File: config.mk
export PLATFORM = sky130hd
export DESIGN_NAME = ext_irq_ctrl
export DESIGN_NICKNAME = d
export VERILOG_FILES = /design/src/rtl/eirq_pkg.sv /design/src/rtl/eirq_sync.sv /design/src/rtl/eirq_detect.sv /design/src/rtl/eirq_regs.sv /design/src/rtl/ext_irq_ctrl.sv
export SDC_FILE = /design/constraint.sdc
export NUM_CORES = 1
export LEC_CHECK = 0
export ABC_AREA = 1
export BUFFER_PORTS_ARGS = -buffer_cell sky130_fd_sc_hd__buf_2
export CAP_MARGIN = 20
export CORE_MARGIN = 2
export CORE_UTILIZATION = 40
export CTS_BUF_LIST = sky130_fd_sc_hd__clkbuf_8
export DETAILED_ROUTE_END_ITERATION = 8
export PLACE_DENSITY = 0.56
export SLEW_MARGIN = 20
export SYNTH_ARGS = -nofsm -noshare
export SYNTH_HDL_FRONTEND = slang
export SYNTH_SLANG_ARGS = --single-unit
File: constraint.sdc
create_clock -name clk -period 2.1 [get_ports clk]
set_input_delay 0.105 -clock clk [delete_from_list [all_inputs] [get_ports clk]]
set_output_delay 0.105 -clock clk [all_outputs]
set_load 0.02 [all_outputs]
File: src/rtl/eirq_pkg.sv
// Shared definitions for the external interrupt pin controller.
// Assumes 32-bit register words and a 3-bit word address.
package eirq_pkg;
    localparam int REG_W  = 32;
    localparam int PRIO_W = 4;

    typedef enum logic [2:0] {
        ADR_TRIG = 3'd0,
        ADR_PRIO = 3'd1,
        ADR_SRC  = 3'd2,
        ADR_MSET = 3'd3,
        ADR_MCLR = 3'd4
    } eirq_addr_e;

    typedef enum logic [2:0] {
        TRIG_FALL = 3'd0,
        TRIG_RISE = 3'd1,
        TRIG_LOW  = 3'd2,
        TRIG_HIGH = 3'd3,
        TRIG_BOTH = 3'd4
    } eirq_trig_e;
endpackage

File: src/rtl/eirq_sync.sv
// Two-flop synchroniser for each external line.
// Assumes the lines are asynchronous level signals. Output lags the input by two edges.
module eirq_sync #(
    parameter int NUM_PINS = 8
) (
    input  logic                clk,
    input  logic                rst_n,
    input  logic [NUM_PINS-1:0] pin_async,
    output logic [NUM_PINS-1:0] pin_sync
);
    logic [NUM_PINS-1:0] meta_q;
    logic [NUM_PINS-1:0] stab_q;

    // Capture the raw lines, then retime them once more.
    always_ff @(posedge clk) begin
        if (!rst_n) begin
            meta_q <= '0;
            stab_q <= '0;
        end else begin
            meta_q <= pin_async;
            stab_q <= meta_q;
        end
    end

    assign pin_sync = stab_q;
endmodule

File: src/rtl/eirq_detect.sv
// Trigger evaluation for each line: compares the synchronised level with its
// previous value and raises a one-cycle (edge) or continuous (level) event.
// Assumes trigger codes have already been validated by the register file.
module eirq_detect #(
    parameter int NUM_PINS = 8
) (
    input  logic                     clk,
    input  logic                     rst_n,
    input  logic [NUM_PINS-1:0]      pin_sync,
    input  logic [NUM_PINS-1:0][2:0] trig,
    output logic [NUM_PINS-1:0]      evt
);
    import eirq_pkg::*;

    logic [NUM_PINS-1:0] hist_q;

    // Remember last cycle's synchronised level for edge comparison.
    always_ff @(posedge clk) begin
        if (!rst_n) hist_q <= '0;
        else        hist_q <= pin_sync;
    end

    for (genvar n = 0; n < NUM_PINS; n++) begin : g_pin
        // Decode the trigger condition for this line.
        always_comb begin
            case (trig[n])
                TRIG_FALL: evt[n] = hist_q[n] & ~pin_sync[n];
                TRIG_RISE: evt[n] = ~hist_q[n] & pin_sync[n];
                TRIG_LOW:  evt[n] = ~pin_sync[n];
                TRIG_HIGH: evt[n] = pin_sync[n];
                TRIG_BOTH: evt[n] = hist_q[n] ^ pin_sync[n];
                default:   evt[n] = 1'b0;
            endcase
        end
    end
endmodule

File: src/rtl/eirq_regs.sv
// Register file and per-line state: trigger word, priority word, pending flags and mask bits.
// Assumes NUM_PINS <= 8, NUM_PINS*SENSE_W <= 32 and NUM_PINS <= SRC_W <= 32.
module eirq_regs #(
    parameter int NUM_PINS = 8,
    parameter int SENSE_W  = 4,
    parameter int SRC_W    = 32
) (
    input  logic                     clk,
    input  logic                     rst_n,
    input  logic                     bus_sel,
    input  logic                     bus_wr,
    input  logic [2:0]               bus_addr,
    input  logic [31:0]              bus_wdata,
    output logic [31:0]              bus_rdata,
    input  logic [NUM_PINS-1:0]      evt,
    output logic [NUM_PINS-1:0][2:0] trig,
    output logic [NUM_PINS-1:0]      prio_en,
    output logic [NUM_PINS-1:0]      mask,
    output logic [NUM_PINS-1:0]      pend
);
    import eirq_pkg::*;

    localparam logic [REG_W-1:0] ONES      = {REG_W{1'b1}};
    localparam logic [REG_W-1:0] TRIG_USED = ~(ONES >> (NUM_PINS*SENSE_W));
    localparam logic [REG_W-1:0] PRIO_USED = ~(ONES >> (NUM_PINS*PRIO_W));

    logic [REG_W-1:0]    trig_q;
    logic [REG_W-1:0]    prio_q;
    logic [NUM_PINS-1:0] mask_q;
    logic [NUM_PINS-1:0] pend_q;
    logic [NUM_PINS-1:0] fld_ok;
    logic [NUM_PINS-1:0] clr_req;

    logic wr_trig, wr_prio, wr_src, wr_mset, wr_mclr;

    // Decode the write strobes per address.
    always_comb begin
        wr_trig = bus_sel && bus_wr && (bus_addr == ADR_TRIG);
        wr_prio = bus_sel && bus_wr && (bus_addr == ADR_PRIO);
        wr_src  = bus_sel && bus_wr && (bus_addr == ADR_SRC);
        wr_mset = bus_sel && bus_wr && (bus_addr == ADR_MSET);
        wr_mclr = bus_sel && bus_wr && (bus_addr == ADR_MCLR);
    end

    for (genvar n = 0; n < NUM_PINS; n++) begin : g_pin
        localparam int FHI = REG_W - 1 - n*SENSE_W;
        localparam int PHI = REG_W - 1 - n*PRIO_W;
        localparam int SB  = SRC_W - 1 - n;

        // Validate the trigger code offered for this line.
        if (SENSE_W >= 3) begin : g_chk
            always_comb fld_ok[n] = (bus_wdata[FHI -: SENSE_W] <= SENSE_W'(4));
        end else begin : g_nochk
            always_comb fld_ok[n] = 1'b1;
        end

        // Present decoded per-line configuration and state.
        always_comb begin
            trig[n]    = 3'(trig_q[FHI -: SENSE_W]);
            prio_en[n] = |prio_q[PHI -: PRIO_W];
            clr_req[n] = wr_src && !bus_wdata[SB];
        end

        // Pending flag: a new event beats a same-cycle clear.
        always_ff @(posedge clk) begin
            if (!rst_n) pend_q[n] <= 1'b0;
            else        pend_q[n] <= evt[n] | (pend_q[n] & ~clr_req[n]);
        end

        // Mask bit: set and clear come through separate addresses.
        always_ff @(posedge clk) begin
            if (!rst_n)                        mask_q[n] <= 1'b1;
            else if (wr_mset && bus_wdata[SB]) mask_q[n] <= 1'b1;
            else if (wr_mclr && bus_wdata[SB]) mask_q[n] <= 1'b0;
        end

        a_r11_event_wins: assert property (@(posedge clk) disable iff (!rst_n)
            evt[n] |=> pend_q[n]);
        a_r6_clear: assert property (@(posedge clk) disable iff (!rst_n)
            (wr_src && !bus_wdata[SB] && !evt[n]) |=> !pend_q[n]);
        a_r6_keep: assert property (@(posedge clk) disable iff (!rst_n)
            (wr_src && bus_wdata[SB] && pend_q[n]) |=> pend_q[n]);
        a_r7_mask_set: assert property (@(posedge clk) disable iff (!rst_n)
            (wr_mset && bus_wdata[SB]) |=> mask_q[n]);
        a_r8_mask_clr: assert property (@(posedge clk) disable iff (!rst_n)
            (wr_mclr && bus_wdata[SB]) |=> !mask_q[n]);
        a_r3_bad_code: assert property (@(posedge clk) disable iff (!rst_n)
            (wr_trig && !fld_ok[n]) |=> $stable(trig_q[FHI -: SENSE_W]));
    end

    // Trigger word: accept only the fields carrying a valid code.
    always_ff @(posedge clk) begin
        if (!rst_n) begin
            trig_q <= '0;
        end else if (wr_trig) begin
            for (int n = 0; n < NUM_PINS; n++) begin
                if (fld_ok[n])
                    trig_q[REG_W-1-n*SENSE_W -: SENSE_W] <= bus_wdata[REG_W-1-n*SENSE_W -: SENSE_W];
            end
        end
    end

    // Priority word: store the fields that belong to a line.
    always_ff @(posedge clk) begin
        if (!rst_n)       prio_q <= '0;
        else if (wr_prio) prio_q <= bus_wdata & PRIO_USED;
    end

    // Read multiplexer; the mask addresses are write-only.
    always_comb begin
        bus_rdata = '0;
        if (bus_sel && !bus_wr) begin
            case (bus_addr)
                ADR_TRIG: bus_rdata = trig_q & TRIG_USED;
                ADR_PRIO: bus_rdata = prio_q;
                ADR_SRC: begin
                    for (int n = 0; n < NUM_PINS; n++)
                        bus_rdata[SRC_W-1-n] = pend_q[n];
                end
                default: bus_rdata = '0;
            endcase
        end
    end

    assign mask = mask_q;
    assign pend = pend_q;
endmodule

File: src/rtl/ext_irq_ctrl.sv
// External interrupt pin controller top: synchroniser, trigger detection and register file.
// Assumes every pin_in line is asynchronous to clk. Outputs are combinational from state registers.
module ext_irq_ctrl #(
    parameter int NUM_PINS = 8,
    parameter int SENSE_W  = 4,
    parameter int SRC_W    = 32
) (
    input  logic                clk,
    input  logic                rst_n,
    input  logic [NUM_PINS-1:0] pin_in,
    input  logic                bus_sel,
    input  logic                bus_wr,
    input  logic [2:0]          bus_addr,
    input  logic [31:0]         bus_wdata,
    output logic [31:0]         bus_rdata,
    output logic [NUM_PINS-1:0] irq_pin,
    output logic                irq_any
);
    logic [NUM_PINS-1:0]      pin_sync;
    logic [NUM_PINS-1:0]      evt;
    logic [NUM_PINS-1:0][2:0] trig;
    logic [NUM_PINS-1:0]      prio_en;
    logic [NUM_PINS-1:0]      mask;
    logic [NUM_PINS-1:0]      pend;

    eirq_sync #(.NUM_PINS(NUM_PINS)) u_sync (
        .clk(clk), .rst_n(rst_n), .pin_async(pin_in), .pin_sync(pin_sync)
    );

    eirq_detect #(.NUM_PINS(NUM_PINS)) u_det (
        .clk(clk), .rst_n(rst_n), .pin_sync(pin_sync), .trig(trig), .evt(evt)
    );

    eirq_regs #(.NUM_PINS(NUM_PINS), .SENSE_W(SENSE_W), .SRC_W(SRC_W)) u_regs (
        .clk(clk), .rst_n(rst_n), .bus_sel(bus_sel), .bus_wr(bus_wr),
        .bus_addr(bus_addr), .bus_wdata(bus_wdata), .bus_rdata(bus_rdata),
        .evt(evt), .trig(trig), .prio_en(prio_en), .mask(mask), .pend(pend)
    );

    // Gate each pending flag with its mask and priority enable, then combine.
    always_comb begin
        irq_pin = pend & ~mask & prio_en;
        irq_any = |irq_pin;
    end

    a_r10_masked_quiet: assert property (@(posedge clk) disable iff (!rst_n)
        (mask == '1) |-> !irq_any);
    a_r9_prio_off_quiet: assert property (@(posedge clk) disable iff (!rst_n)
        (prio_en == '0) |-> (irq_pin == '0));
endmodule

==> flow_metrics.py <==
metrics = {
    "detailed_routing": {
        "ant_nets": 0,
        "dr_total_vias": 5089,
        "drt_iter0_markers": 285,
        "wl_mm": 13.8,
        "via_per_inst": 4.74,
        "drc": 0,
        "firstDrtPassIters": 5,
        "wire_per_inst_um": 12.8,
    },
    "floorplan": {
        "row_count": 41,
        "die_h_um": 119,
        "die_x_um": 119,
        "initial_core_util": 0.413,
        "core_area_sq_um": 12700,
        "die-area_sq_um": 14100,
        "io_pins": 88,
    },
    "clock_network": {
        "clk_latency_ns": 0.38,
        "cts_tree": "done",
        "cts_resized": 0,
        "clkTransAtPathRegs_ns": 0.09,
        "htreeDepth": 3,
        "cts_buffers": 9,
        "clockBufferDepth": 2,
        "cts_setup_buffers": 0,
        "clock-sinks": 104,
        "cts_root_buf": "clkbuf_8",
        "cts_hold_buffers": 15,
    },
    "cells_and_area": {
        "multi_input_area_sq_um": 2420,
        "fillers": 1373,
        "nNetsFinal": 959,
        "diodes": 0,
        "layout_commonest_cell": "nand2_1",
        "final_cell_mix": "207 x nand2_1, 166 x inv_1, 104 x dfxtp_1",
        "regArea_sq_um": 2080,
        "drive_gt1_frac": 0.142,
        "area_growth_pct": 18.0,
    },
    "pwr": {
        "leakage_nw": 3.06,
        "p_comb_frac": 0.098,
        "total_power_mw": 3.69,
        "p_switching_mw": 0.933,
        "internal_power_mw": 2.76,
        "power_density_nw_per_um2": 595,
        "p_sw_frac": 0.253,
        "seqPwrFrac": 0.554,
        "p_clk_frac": 0.348,
        "irDropWorstVdd_mv": 0.304,
    },
    "sta": {
        "clock_skew_ns": 0.00576,
        "timing.final.crit_share": 0.768,
        "hold_violations": 0,
        "setup_tns_ns": 0,
        "rsz0062_at_grt": "no",
        "period_minus_slack_ns": 1.61,
        "final_max_slew_viol_count": 0,
        "worst_pin_slew_ns": 0.896,
        "setup_viol": 0,
        "relSlewSlack": 0.402,
        "fmax_mhz": 620,
    },
    "place": {
        "io_buffer_count": 87,
        "dpl.hpwl_mm": 10.1,
        "place.gp.congestion": 0.912,
    },
    "min_path": {
        "hold_path_startpoint": "bus_wdata[3]",
        "hold_class": "input pin to flip-flop",
        "holdPathStages": 3,
        "worstHoldEndpoint": "u_regs.trig_q[3]",
    },
    "grt": {
        "grt_start_max_net_pins": 65,
        "grt_pass1_vias": 4723,
        "antenna_found_initial": 0,
        "grt_pass1_wl_mm": 22.3,
        "track_usage": 0.198,
        "globalRouteOverflowTotal": 0,
    },
    "synthesis": {
        "synth_nets": 865,
        "syn-cell-area_sq_um": 5260,
        "synth_warnings": 0,
        "yosysSeqAreaShare": 0.396,
        "synth_flop_cell": "dfxtp_1",
        "synthCells": 802,
        "avgSynthCellArea_sq_um": 6.55,
        "synth_edf_count": 0,
        "synth.distinct_cells": 25,
        "async_flop_share": 0,
        "ys_seq_elements": 104,
    },
    "setup_path": {
        "crit_type": "flip-flop to output pin",
        "r2r_cells": 7,
        "r2r-start": "u_sync.pin_sync[3]",
        "regToRegSetupSlack_ns": 0.90,
        "start_kind": "flip-flop",
        "crit_required_ns": 2.00,
        "critPathMaxFanout": 2,
        "critPathArrivalTime_ns": 1.51,
        "end_kind": "output pin",
        "reg2reg_to": "u_regs.pend[3]",
    },
    "status": {
        "outcome": "finished, final reports clean",
    },
    "flow_run": {
        "cap_violations": 0,
    },
}
metal layers:
metal	routed length (um)	track usage	up-vias	share of wire
li1	-	-	2645	-
met1	6350	0.253	2303	0.46
met2	6480	0.337	123	0.47
met3	673	0.0290	18	0.049
met4	254	0.0759	0	0.018
met5	0	0	-	0
synth_stat cells, types with 2 or more instances:
cell      count  area (sq um)
nand2_1     207           777
inv_1       164           616
dfxtp_1     104          2080
nor2_1       80           300
a21oi_1      59           295
o21ai_0      44           220
nand3_1      40           200
ha_1         16           200
o21ai_1      16          80.1
buf_2        10          50.1
nand4_1      10          62.6
o211ai_1      9          67.6
clkbuf_1      8          30.0
nor2_4        6          67.6
buf_1         5          18.8
nand2_4       4          45.0
o21bai_1      4          30.0
nor2_2        3          18.8
nor3_1        3          15.0
buf_4         2          15.0
inv_2         2          7.51
inv_4         2          12.5
nand3_2       2          20.0
cells by family after synthesis:
family / Yosys count / share of synthesized area
AO/OA/AOI/OAI: 132 / 0.132
adder cells (fa/ha/maj): 16 / 0.0381
buffers and inverters: 193 / 0.143
flip-flops: 104 / 0.396
AND/OR/NAND/NOR: 357 / 0.291
through the flow:
step / setup slack (ns) / cell area [sq um] / util / instances / hold slack [ns]
floorplan: 0.890 / 5260 / - / 802 / 0.203
global placement: 0.558 / 5850 / 0.460 / 1042 / 0.286
detailed placement: 0.528 / 5850 / 0.460 / 1042 / 0.292
CTS: 0.449 / 6200 / 0.487 / 1073 / 0.00109
global route: 0.375 / 6200 / 0.487 / 1073 / 0.0231
finish: 0.488 / 6200 / 0.487 / 1073 / 0.0178
critical path, stage by stage, from the launching register on:
cell and delay (ns):
dfxtp_1 0.33, inv_1 0.07, nand4_1 0.10, nand2_1 0.11, nand2_1 0.06, nor2_1 0.17
nand2_1 0.11, buf_2 0.17
sequential cells by signal (all words and copies together), names as in the netlist:
register	cells
u_regs.mask	8
u_sync.meta_q	8
u_regs.prio_q	32
u_regs.pend	8
u_sync.pin_sync	8
u_det.hist_q	8
u_regs.trig_q	32
how the worst max path moves through the flow:
stage                             end  slack, ns              from
floorplan               bus_rdata[10]       0.89           bus_sel
global placement    u_regs.prio_q[15]       0.56       bus_addr[2]
detailed placement  u_regs.prio_q[26]       0.53       bus_addr[2]
CTS                           irq_any       0.45  u_regs.prio_q[7]
global route                  irq_any       0.37    u_regs.pend[5]
finish                        irq_any       0.49  u_regs.prio_q[6]
cell type report:
cell class,instances,area share
Inverter,168,0.103
Sequential cell,104,0.336
Tap cell,172,0.0347
Timing Repair Buffer,108,0.104
Clock buffer,11,0.0244
Multi-Input combinational cell,505,0.391
Clock inverter,5,0.00767
power groups by stage:
stage                     clock (mW)  sequential [mW]  combinational, mW
after global placement             0             2.09              0.336
after CTS                       1.33             2.04              0.365
final                           1.28             2.04              0.362
after detailed placement           0             2.09              0.342
after global routing            1.40             2.05              0.410
after floorplan                    0             2.08              0.213
No activity file was read; power rests on OpenSTA's default activity.
